## config.mk

```make
export PLATFORM = sky130hd
export DESIGN_NAME = wrap_delta_codec
export DESIGN_NICKNAME = d
export VERILOG_FILES = /design/src/rtl/wd_pkg.sv /design/src/rtl/wd_adder.sv /design/src/rtl/wd_out_reg.sv /design/src/rtl/wd_encoder.sv /design/src/rtl/wd_decoder.sv /design/src/rtl/wrap_delta_codec.sv
export SDC_FILE = /design/constraint.sdc
export NUM_CORES = 1
export LEC_CHECK = 0
export CORE_MARGIN = 5
export CORE_UTILIZATION = 33
export DETAILED_ROUTE_END_ITERATION = 12
export HOLD_SLACK_MARGIN = 0.12
export PLACE_DENSITY_LB_ADDON = 0.25
export SYNTH_ARGS = -nofsm -noshare
export SYNTH_HDL_FRONTEND = slang
export SYNTH_SLANG_ARGS = --single-unit
```

## constraint.sdc

```tcl
create_clock -name clk -period 7.1 [get_ports clk]
set_input_delay 2.13 -clock clk [delete_from_list [all_inputs] [get_ports clk]]
set_output_delay 2.13 -clock clk [all_outputs]
set_load 0.05 [all_outputs]
```

## src/rtl/wd_pkg.sv

```systemverilog
package wd_pkg;
   typedef enum logic {
      WD_ADD_BEHAV  = 1'b0,
      WD_ADD_RIPPLE = 1'b1
   } wd_adder_e;
endpackage

```

## src/rtl/wd_adder.sv

```systemverilog
module wd_adder #(
   parameter int               N     = 16,
   parameter wd_pkg::wd_adder_e STYLE = wd_pkg::WD_ADD_BEHAV
) (
   input  logic [N-1:0] a,
   input  logic [N-1:0] b,
   input  logic         cin,
   output logic [N-1:0] sum,
   output logic         cout,
   output logic         ovf
);
   localparam int LOW = N - 1;

   if (N < 2) begin : g_bad_width
      $error("wd_adder: N must be at least 2");
   end

   if (STYLE == wd_pkg::WD_ADD_RIPPLE) begin : g_ripple
      logic [N:0] carry;
      assign carry[0] = cin;
      for (genvar i = 0; i < N; i++) begin : g_bit
         assign sum[i]     = a[i] ^ b[i] ^ carry[i];
         assign carry[i+1] = (a[i] & b[i]) | (carry[i] & (a[i] ^ b[i]));
      end
      assign cout = carry[N];
      assign ovf  = carry[N] ^ carry[N-1];
   end else begin : g_behav
      logic [LOW:0] low_sum;
      logic [1:0]   top_sum;
      assign low_sum = {1'b0, a[LOW-1:0]} + {1'b0, b[LOW-1:0]} + {{LOW{1'b0}}, cin};
      assign top_sum = {1'b0, a[N-1]} + {1'b0, b[N-1]} + {1'b0, low_sum[LOW]};
      assign sum  = {top_sum[0], low_sum[LOW-1:0]};
      assign cout = top_sum[1];
      assign ovf  = top_sum[1] ^ low_sum[LOW];
   end
endmodule

```

## src/rtl/wd_out_reg.sv

```systemverilog
module wd_out_reg #(
   parameter int W = 18
) (
   input  logic         clk,
   input  logic         rst,
   input  logic         load,
   input  logic [W-1:0] d,
   input  logic         out_ready,
   output logic         out_valid,
   output logic [W-1:0] q,
   output logic         in_ready
);
   if (W < 1) begin : g_bad_width
      $error("wd_out_reg: W must be positive");
   end

   assign in_ready = !out_valid || out_ready;

   always_ff @(posedge clk) begin
      if (rst) begin
         out_valid <= 1'b0;
         q         <= '0;
      end else if (load) begin
         out_valid <= 1'b1;
         q         <= d;
      end else if (out_ready) begin
         out_valid <= 1'b0;
      end
   end
endmodule

```

## src/rtl/wd_encoder.sv

```systemverilog
module wd_encoder #(
   parameter int                N     = 16,
   parameter wd_pkg::wd_adder_e STYLE = wd_pkg::WD_ADD_BEHAV
) (
   input  logic         clk,
   input  logic         rst,
   input  logic         restart,
   input  logic         in_valid,
   output logic         in_ready,
   input  logic [N-1:0] in_data,
   output logic         out_valid,
   input  logic         out_ready,
   output logic [N-1:0] out_data,
   output logic         out_seed,
   output logic         out_ovf
);
   localparam int PW = N + 2;

   logic [N-1:0]  prev_q;
   logic          armed_q;
   logic          take;
   logic          seed_now;
   logic [N-1:0]  diff;
   logic          diff_cout;
   logic          diff_ovf;
   logic [PW-1:0] payload;
   logic [PW-1:0] held;

   assign take     = in_valid && in_ready;
   assign seed_now = armed_q || restart;

   wd_adder #(.N(N), .STYLE(STYLE)) sub_i (
      .a   (in_data),
      .b   (~prev_q),
      .cin (1'b1),
      .sum (diff),
      .cout(diff_cout),
      .ovf (diff_ovf)
   );

   assign payload = seed_now ? {1'b1, 1'b0, in_data}
                             : {1'b0, diff_ovf, diff};

   always_ff @(posedge clk) begin
      if (rst) begin
         prev_q  <= '0;
         armed_q <= 1'b1;
      end else if (take) begin
         prev_q  <= in_data;
         armed_q <= 1'b0;
      end else if (restart) begin
         armed_q <= 1'b1;
      end
   end

   wd_out_reg #(.W(PW)) oreg_i (
      .clk      (clk),
      .rst      (rst),
      .load     (take),
      .d        (payload),
      .out_ready(out_ready),
      .out_valid(out_valid),
      .q        (held),
      .in_ready (in_ready)
   );

   assign out_seed = held[PW-1];
   assign out_ovf  = held[PW-2];
   assign out_data = held[N-1:0];

   logic unused_carry;
   assign unused_carry = diff_cout;
endmodule

```

## src/rtl/wd_decoder.sv

```systemverilog
module wd_decoder #(
   parameter int                N     = 16,
   parameter wd_pkg::wd_adder_e STYLE = wd_pkg::WD_ADD_BEHAV
) (
   input  logic         clk,
   input  logic         rst,
   input  logic         restart,
   input  logic         in_valid,
   output logic         in_ready,
   input  logic [N-1:0] in_data,
   input  logic         in_seed,
   output logic         out_valid,
   input  logic         out_ready,
   output logic [N-1:0] out_data,
   output logic         out_seed,
   output logic         out_ovf
);
   localparam int PW = N + 2;

   logic [N-1:0]  prev_q;
   logic          armed_q;
   logic          take;
   logic          seed_now;
   logic [N-1:0]  rebuilt;
   logic [N-1:0]  sum;
   logic          sum_cout;
   logic          sum_ovf;
   logic [PW-1:0] payload;
   logic [PW-1:0] held;

   assign take     = in_valid && in_ready;
   assign seed_now = armed_q || restart || in_seed;

   wd_adder #(.N(N), .STYLE(STYLE)) add_i (
      .a   (prev_q),
      .b   (in_data),
      .cin (1'b0),
      .sum (sum),
      .cout(sum_cout),
      .ovf (sum_ovf)
   );

   assign rebuilt = seed_now ? in_data : sum;
   assign payload = {seed_now, !seed_now && sum_ovf, rebuilt};

   always_ff @(posedge clk) begin
      if (rst) begin
         prev_q  <= '0;
         armed_q <= 1'b1;
      end else if (take) begin
         prev_q  <= rebuilt;
         armed_q <= 1'b0;
      end else if (restart) begin
         armed_q <= 1'b1;
      end
   end

   wd_out_reg #(.W(PW)) oreg_i (
      .clk      (clk),
      .rst      (rst),
      .load     (take),
      .d        (payload),
      .out_ready(out_ready),
      .out_valid(out_valid),
      .q        (held),
      .in_ready (in_ready)
   );

   assign out_seed = held[PW-1];
   assign out_ovf  = held[PW-2];
   assign out_data = held[N-1:0];

   logic unused_carry;
   assign unused_carry = sum_cout;
endmodule

```

## src/rtl/wrap_delta_codec.sv

```systemverilog
module wrap_delta_codec #(
   parameter int                N     = 16,
   parameter wd_pkg::wd_adder_e STYLE = wd_pkg::WD_ADD_BEHAV
) (
   input  logic         clk,
   input  logic         rst,
   input  logic         restart,
   input  logic         enc_in_valid,
   output logic         enc_in_ready,
   input  logic [N-1:0] enc_in_data,
   output logic         enc_out_valid,
   input  logic         enc_out_ready,
   output logic [N-1:0] enc_out_data,
   output logic         enc_out_seed,
   output logic         enc_out_ovf,
   input  logic         dec_in_valid,
   output logic         dec_in_ready,
   input  logic [N-1:0] dec_in_data,
   input  logic         dec_in_seed,
   output logic         dec_out_valid,
   input  logic         dec_out_ready,
   output logic [N-1:0] dec_out_data,
   output logic         dec_out_seed,
   output logic         dec_out_ovf
);
   if (N < 2) begin : g_bad_width
      $error("wrap_delta_codec: N must be at least 2");
   end

   wd_encoder #(.N(N), .STYLE(STYLE)) enc_i (
      .clk      (clk),
      .rst      (rst),
      .restart  (restart),
      .in_valid (enc_in_valid),
      .in_ready (enc_in_ready),
      .in_data  (enc_in_data),
      .out_valid(enc_out_valid),
      .out_ready(enc_out_ready),
      .out_data (enc_out_data),
      .out_seed (enc_out_seed),
      .out_ovf  (enc_out_ovf)
   );

   wd_decoder #(.N(N), .STYLE(STYLE)) dec_i (
      .clk      (clk),
      .rst      (rst),
      .restart  (restart),
      .in_valid (dec_in_valid),
      .in_ready (dec_in_ready),
      .in_data  (dec_in_data),
      .in_seed  (dec_in_seed),
      .out_valid(dec_out_valid),
      .out_ready(dec_out_ready),
      .out_data (dec_out_data),
      .out_seed (dec_out_seed),
      .out_ovf  (dec_out_ovf)
   );
endmodule

```

Word-level counts from Yosys, hierarchy flattened
Index checks and enable logic that the tools add are counted.
Cells by class
  $add $sub $neg: 7
  mux-type cells: 9
  bitwise logic cells: 3
  reduce and logical (&&, ||, !) cells: 15
Operators with widths (count)
  $add A15 B15 Y16: 2
  $mux W18: 1
  $add A16 B1 Y16 const B: 1
  $mux W16: 1
  $not A16 Y16: 1
  $reduce_bool A2 Y1: 4
  $mux W1: 7
  $logic_or A1 B1 Y1: 5
  $add A1 B1 Y2: 2
  $add A2 B1 Y2: 2
  $logic_and A1 B1 Y1: 3
  $logic_not A1 Y1: 3
  $xor A1 B1 Y1: 2
Storage, ports and cells
  register bits after elaboration: 72
  word-level logic and storage cells: 42

Logic depth before layout (Yosys ltp)
  depth in word-level cells: 6
  gate-level depth with buffers: 11
  mapped depth without buffers: 11

By module
Synthesis repeated with hierarchy kept, for this count alone.
Unflattened totals
  cell total of the unflattened synthesis: 558
  area, all modules: 5203.7 sq um
Modules (own cells, without submodules)
  wd_out_reg: instances 2, cells each 62, area each 684.4 sq um
  wd_decoder: instances 1, cells each 121, area each 1142.3 sq um
  wd_encoder: instances 1, cells each 97, area each 1074.8 sq um
  wd_adder at enc_i.sub_i: instances 1, cells each 116, area each 853.3 sq um
  wd_adder at dec_i.add_i: instances 1, cells each 100, area each 764.5 sq um

Least setup slack after synthesis
Ideal clock, no wire load.
  kind: input-to-output
  from: input port dec_out_ready
  to: output port dec_in_ready
  arrival time: 2.578 ns
  path slack: 2.392 ns
  stages: 1
  path buffers: 0
  cells stage by stage: nand2b_1
Between the ends
  word-level cells in the longest chain between the ends: 1
RTL lines
  from (decl): RTL line wrap_delta_codec.sv:21  | input logic dec_out_ready,
  $logic_or A1 B1 Y1: RTL line wd_out_reg.sv:17  | assign in_ready = !out_valid || out_ready;
  to (decl): RTL line wrap_delta_codec.sv:17  | output logic dec_in_ready,
Every way passes these cells.

Final worst setup path
  from: input port enc_out_ready
  to: output port enc_in_ready
Between the ends
  word-level cells in the longest chain between the ends: 1
RTL lines
  from (decl): RTL line wrap_delta_codec.sv:12  | input logic enc_out_ready,
  $logic_or A1 B1 Y1: RTL line wd_out_reg.sv:17
  to (decl): RTL line wrap_delta_codec.sv:9  | output logic enc_in_ready,
Every way passes these cells.

==> run_results.csv <==
group,metric,value,unit
global_route,track_usage,15.0,%
synthesis,postSynthAreaPerCell,7.71,sq um
clock_network,cts.path.max_buffers,2,
route,detailroute.via_count,3501,
run_status,status,"completed",
clock_network,cts-root-buf,"sky130_fd_sc_hd__clkbuf_8",
clock_network,h-tree-depth,2,
critical_path,cp.required,4.97,ns
synthesis,area_contributors_post_synth,"sky130_fd_sc_hd__dfxtp_1 31%, sky130_fd_sc_hd__ha_1 10%, sky130_fd_sc_hd__a21oi_1 7.8%",
synthesis,synth_top_flop_cell,"sky130_fd_sc_hd__dfxtp_1",
synthesis,mappedNetlistNets,546,
sta,slew_at_the_pin_with_the_worst_max_slew_slack,0.893,ns
synthesis,yosys.area.top_type_share,30.8,%
sta,layout_min_cycle_time,5.70,ns
sta,fmax,176,MHz
route,detail_route.wl_per_cell,14.3,um
synthesis,yosysUniqueCellTypes,51,
power,power_consumption,861,uW
layout,multiInputGateArea,0.00232,sq mm
sta,fin_crit_sh,80.2,%
layout,finalNetCount,614,
critical_path,critical_path.endpoint_type,"primary output",
critical_path,rrSetupSlack,4.22,ns
synthesis,most_frequent_cell_after_synthesis,"sky130_fd_sc_hd__nand2_1",
global_route,grt_pass1_wl,16300,um
synthesis,synth_edf_count,0,
global_route,antenna_found_initial,0,
sta,finalHoldViolCount,0,
layout,fillCellCount,1109,
global_route,grt_start_max_net_pins,42,
clock_network,tritoncts,"built",
synthesis,synth-seq-cells,56,
critical_path,setup.worst_path.end,"enc_in_ready",
sta,whs,0.456,ns
synthesis,post_synth_instance_area,0.00364,sq mm
synthesis,synthDominantAreaCellType,"sky130_fd_sc_hd__dfxtp_1",
floorplan,chipHeight,115,um
clock_network,tritoncts_buffers,5,
sta,timing.setup.tns,0,ns
synthesis,async_flop_share,0,%
floorplan,design.portCount,80,
route,aggregate_routed_wire_length,9760,um
sta,rsz0062_at_grt,"false",
clock_network,post_cts_resize_count,0,
sta,finalClockSkew,0.00675,ns
clock_network,clk_pin_slew_worst_paths,0.10,ns
worst_hold_path,holdCritPathClass,"reg2reg",
critical_path,cp-start-kind,"input port",
synthesis,synth.top_cells.by_count,"75 x sky130_fd_sc_hd__nand2_1, 57 x sky130_fd_sc_hd__a21oi_1, 56 x sky130_fd_sc_hd__dfxtp_1",
global_route,number_of_global_route_vias_before_repair,3451,
floorplan,row_count,38,
layout,antenna_diode_count,0,
route,drt_iter0_markers,143,
power,peakVddDrop,0.0735,mV
power,power.density_cell_area,185,mW/mm^2
sta,final-max-slew-violation-count,0,
clock_network,cts_setup_buffers,0,
critical_path,critical_path.startpoint,"enc_out_ready",
critical_path,worstReg2RegEnd,"dec_i.oreg_i.q[15]",
synthesis,ys_seq_area_share,30.8,%
clock_network,ctsHoldBuffers,0,
route,remaining_drc_errors,0,
sta,report.final.setup_viol,0,
floorplan,design.die.area,0.0132,sq mm
power,power.static_leakage,1.81,nW
place,hpwl,7130,um
floorplan,die_x,115,um
synthesis,synthesis.instances,472,
place,numPortBuffers,79,
layout,final-seq-area,0.00112,sq mm
clock_network,worst_skew_late_latency,0.32,ns
critical_path,crit_fanout,4,
layout,areaGrowthSynthToFinish,27.7,%
critical_path,worstSetupPathType,"in2out",
synthesis,synth-warning-count,0,
route,drtPass1Iterations,4,
global_route,total_congestion_overflow,0,
job,drv.max_cap_violation_count,0,
clock_network,tritoncts_num_sinks,56,
place,place_congestion,0.810,
critical_path,rr_worst_depth,11,
critical_path,data_arrival_critical_path,3.57,ns
route,drt.antenna.violating_nets,0,
route,post_drt_via_cell_ratio,5.14,
critical_path,regToRegStartpoint,"dec_i.oreg_i.q[2]",
floorplan,core_area,0.0108,sq mm
layout,drive_gt1_share,3.88,%
floorplan,initial_core_util,33.6,%
sta,max_slew_margin,40.5,%
[cells by family (layout without fill, tap and decap cells)]
group                      Yosys count  in the layout  synth area share, %
AOI/OAI and AO/OA                  153            153                 27.8
xor gates and xnor gates            20             20                 4.81
adders and majority gates           34             34                 12.5
buffers and inverters               53            122                 5.47
DFF                                 56             56                 30.8
muxes                                1              1                0.275
and+or+nand+nor                    155            155                 18.3
[placed cells by master, fill, tap and decap left out, types with 3 or more instances in the layout]
cell,n
sky130_fd_sc_hd__nand3_1,7
sky130_fd_sc_hd__a311oi_1,8
sky130_fd_sc_hd__xnor2_1,12
sky130_fd_sc_hd__a21o_1,6
sky130_fd_sc_hd__buf_4,5
sky130_fd_sc_hd__o21ai_0,32
sky130_fd_sc_hd__nand2b_1,7
sky130_fd_sc_hd__a21oi_1,57
sky130_fd_sc_hd__clkdlybuf4s50_1,79
sky130_fd_sc_hd__and3_1,4
sky130_fd_sc_hd__nor2_1,38
sky130_fd_sc_hd__fa_1,4
sky130_fd_sc_hd__a31oi_1,5
sky130_fd_sc_hd__nor3_1,12
sky130_fd_sc_hd__clkbuf_8,6
sky130_fd_sc_hd__dfxtp_1,56
sky130_fd_sc_hd__ha_1,30
sky130_fd_sc_hd__o211ai_1,3
sky130_fd_sc_hd__nor2b_1,4
sky130_fd_sc_hd__inv_1,30
sky130_fd_sc_hd__xor2_1,8
sky130_fd_sc_hd__a211oi_1,10
sky130_fd_sc_hd__o21a_1,7
sky130_fd_sc_hd__or3_1,3
sky130_fd_sc_hd__nand2_1,75
[report_power, final]
part / switching, mW / internal (mW) / total (mW)
clock network: 0.107 / 0.0801 / 0.187
registers: 0.0138 / 0.337 / 0.351
logic: 0.193 / 0.130 / 0.323
total: 0.314 / 0.547 / 0.861
[state kept, by name, summed over array words and instances, names as in the netlist]
| register | count |
|---|---|
| dec_i.oreg_i.q | 18 |
| enc_i.oreg_i.q | 18 |
| enc_i.prev_q | 16 |
| dec_i.armed_q | 1 |
| dec_i.oreg_i.out_valid | 1 |
| enc_i.armed_q | 1 |
| enc_i.oreg_i.out_valid | 1 |
[layer usage]
metal  up-vias  wire length [um]  track usage, %
li1       1795                 -               -
met4         0               103            3.76
met2        55              4450            25.1
met5         -                 0               0
met3         5               475            2.89
met1      1646              4730            20.0
[layout make-up]
class	instances	share of cell area [%]
Clock buffer	8	1.94
Inverter	30	2.42
Multi-Input combinational cell	363	49.9
Sequential cell	56	24.1
Tap cell	140	3.77
Timing Repair Buffer	84	17.8
[through the flow]
step,utilization (%),setup slack (ns),area (sq um),std cells
floorplan,-,2.39,3640,472
global placement,42.0,1.43,4560,673
detailed placement,42.0,1.41,4560,673
CTS,42.9,1.40,4650,681
global route,42.9,1.32,4650,681
finish,42.9,1.40,4650,681
[critical path, cell delays in order]
cell	delay, ns
sky130_fd_sc_hd__clkdlybuf4s50_1	0.45
sky130_fd_sc_hd__nand2b_1	0.16
sky130_fd_sc_hd__clkdlybuf4s50_1	0.82
[worst min path at each step]
stage	start	endpoint	slack [ns]	cells after the start
after floorplan	enc_i.prev_q[10]	enc_i.prev_q[10]	0.44	2
after global placement	enc_i.oreg_i.q[0]	enc_i.oreg_i.q[0]	0.44	2
after detailed placement	enc_i.prev_q[7]	enc_i.prev_q[7]	0.45	2
after CTS	enc_i.prev_q[7]	enc_i.prev_q[7]	0.46	2
after global routing	enc_i.oreg_i.q[0]	enc_i.oreg_i.q[0]	0.47	2
final	enc_i.oreg_i.q[0]	enc_i.oreg_i.q[0]	0.46	2
Power figures use the tool's default switching activity.
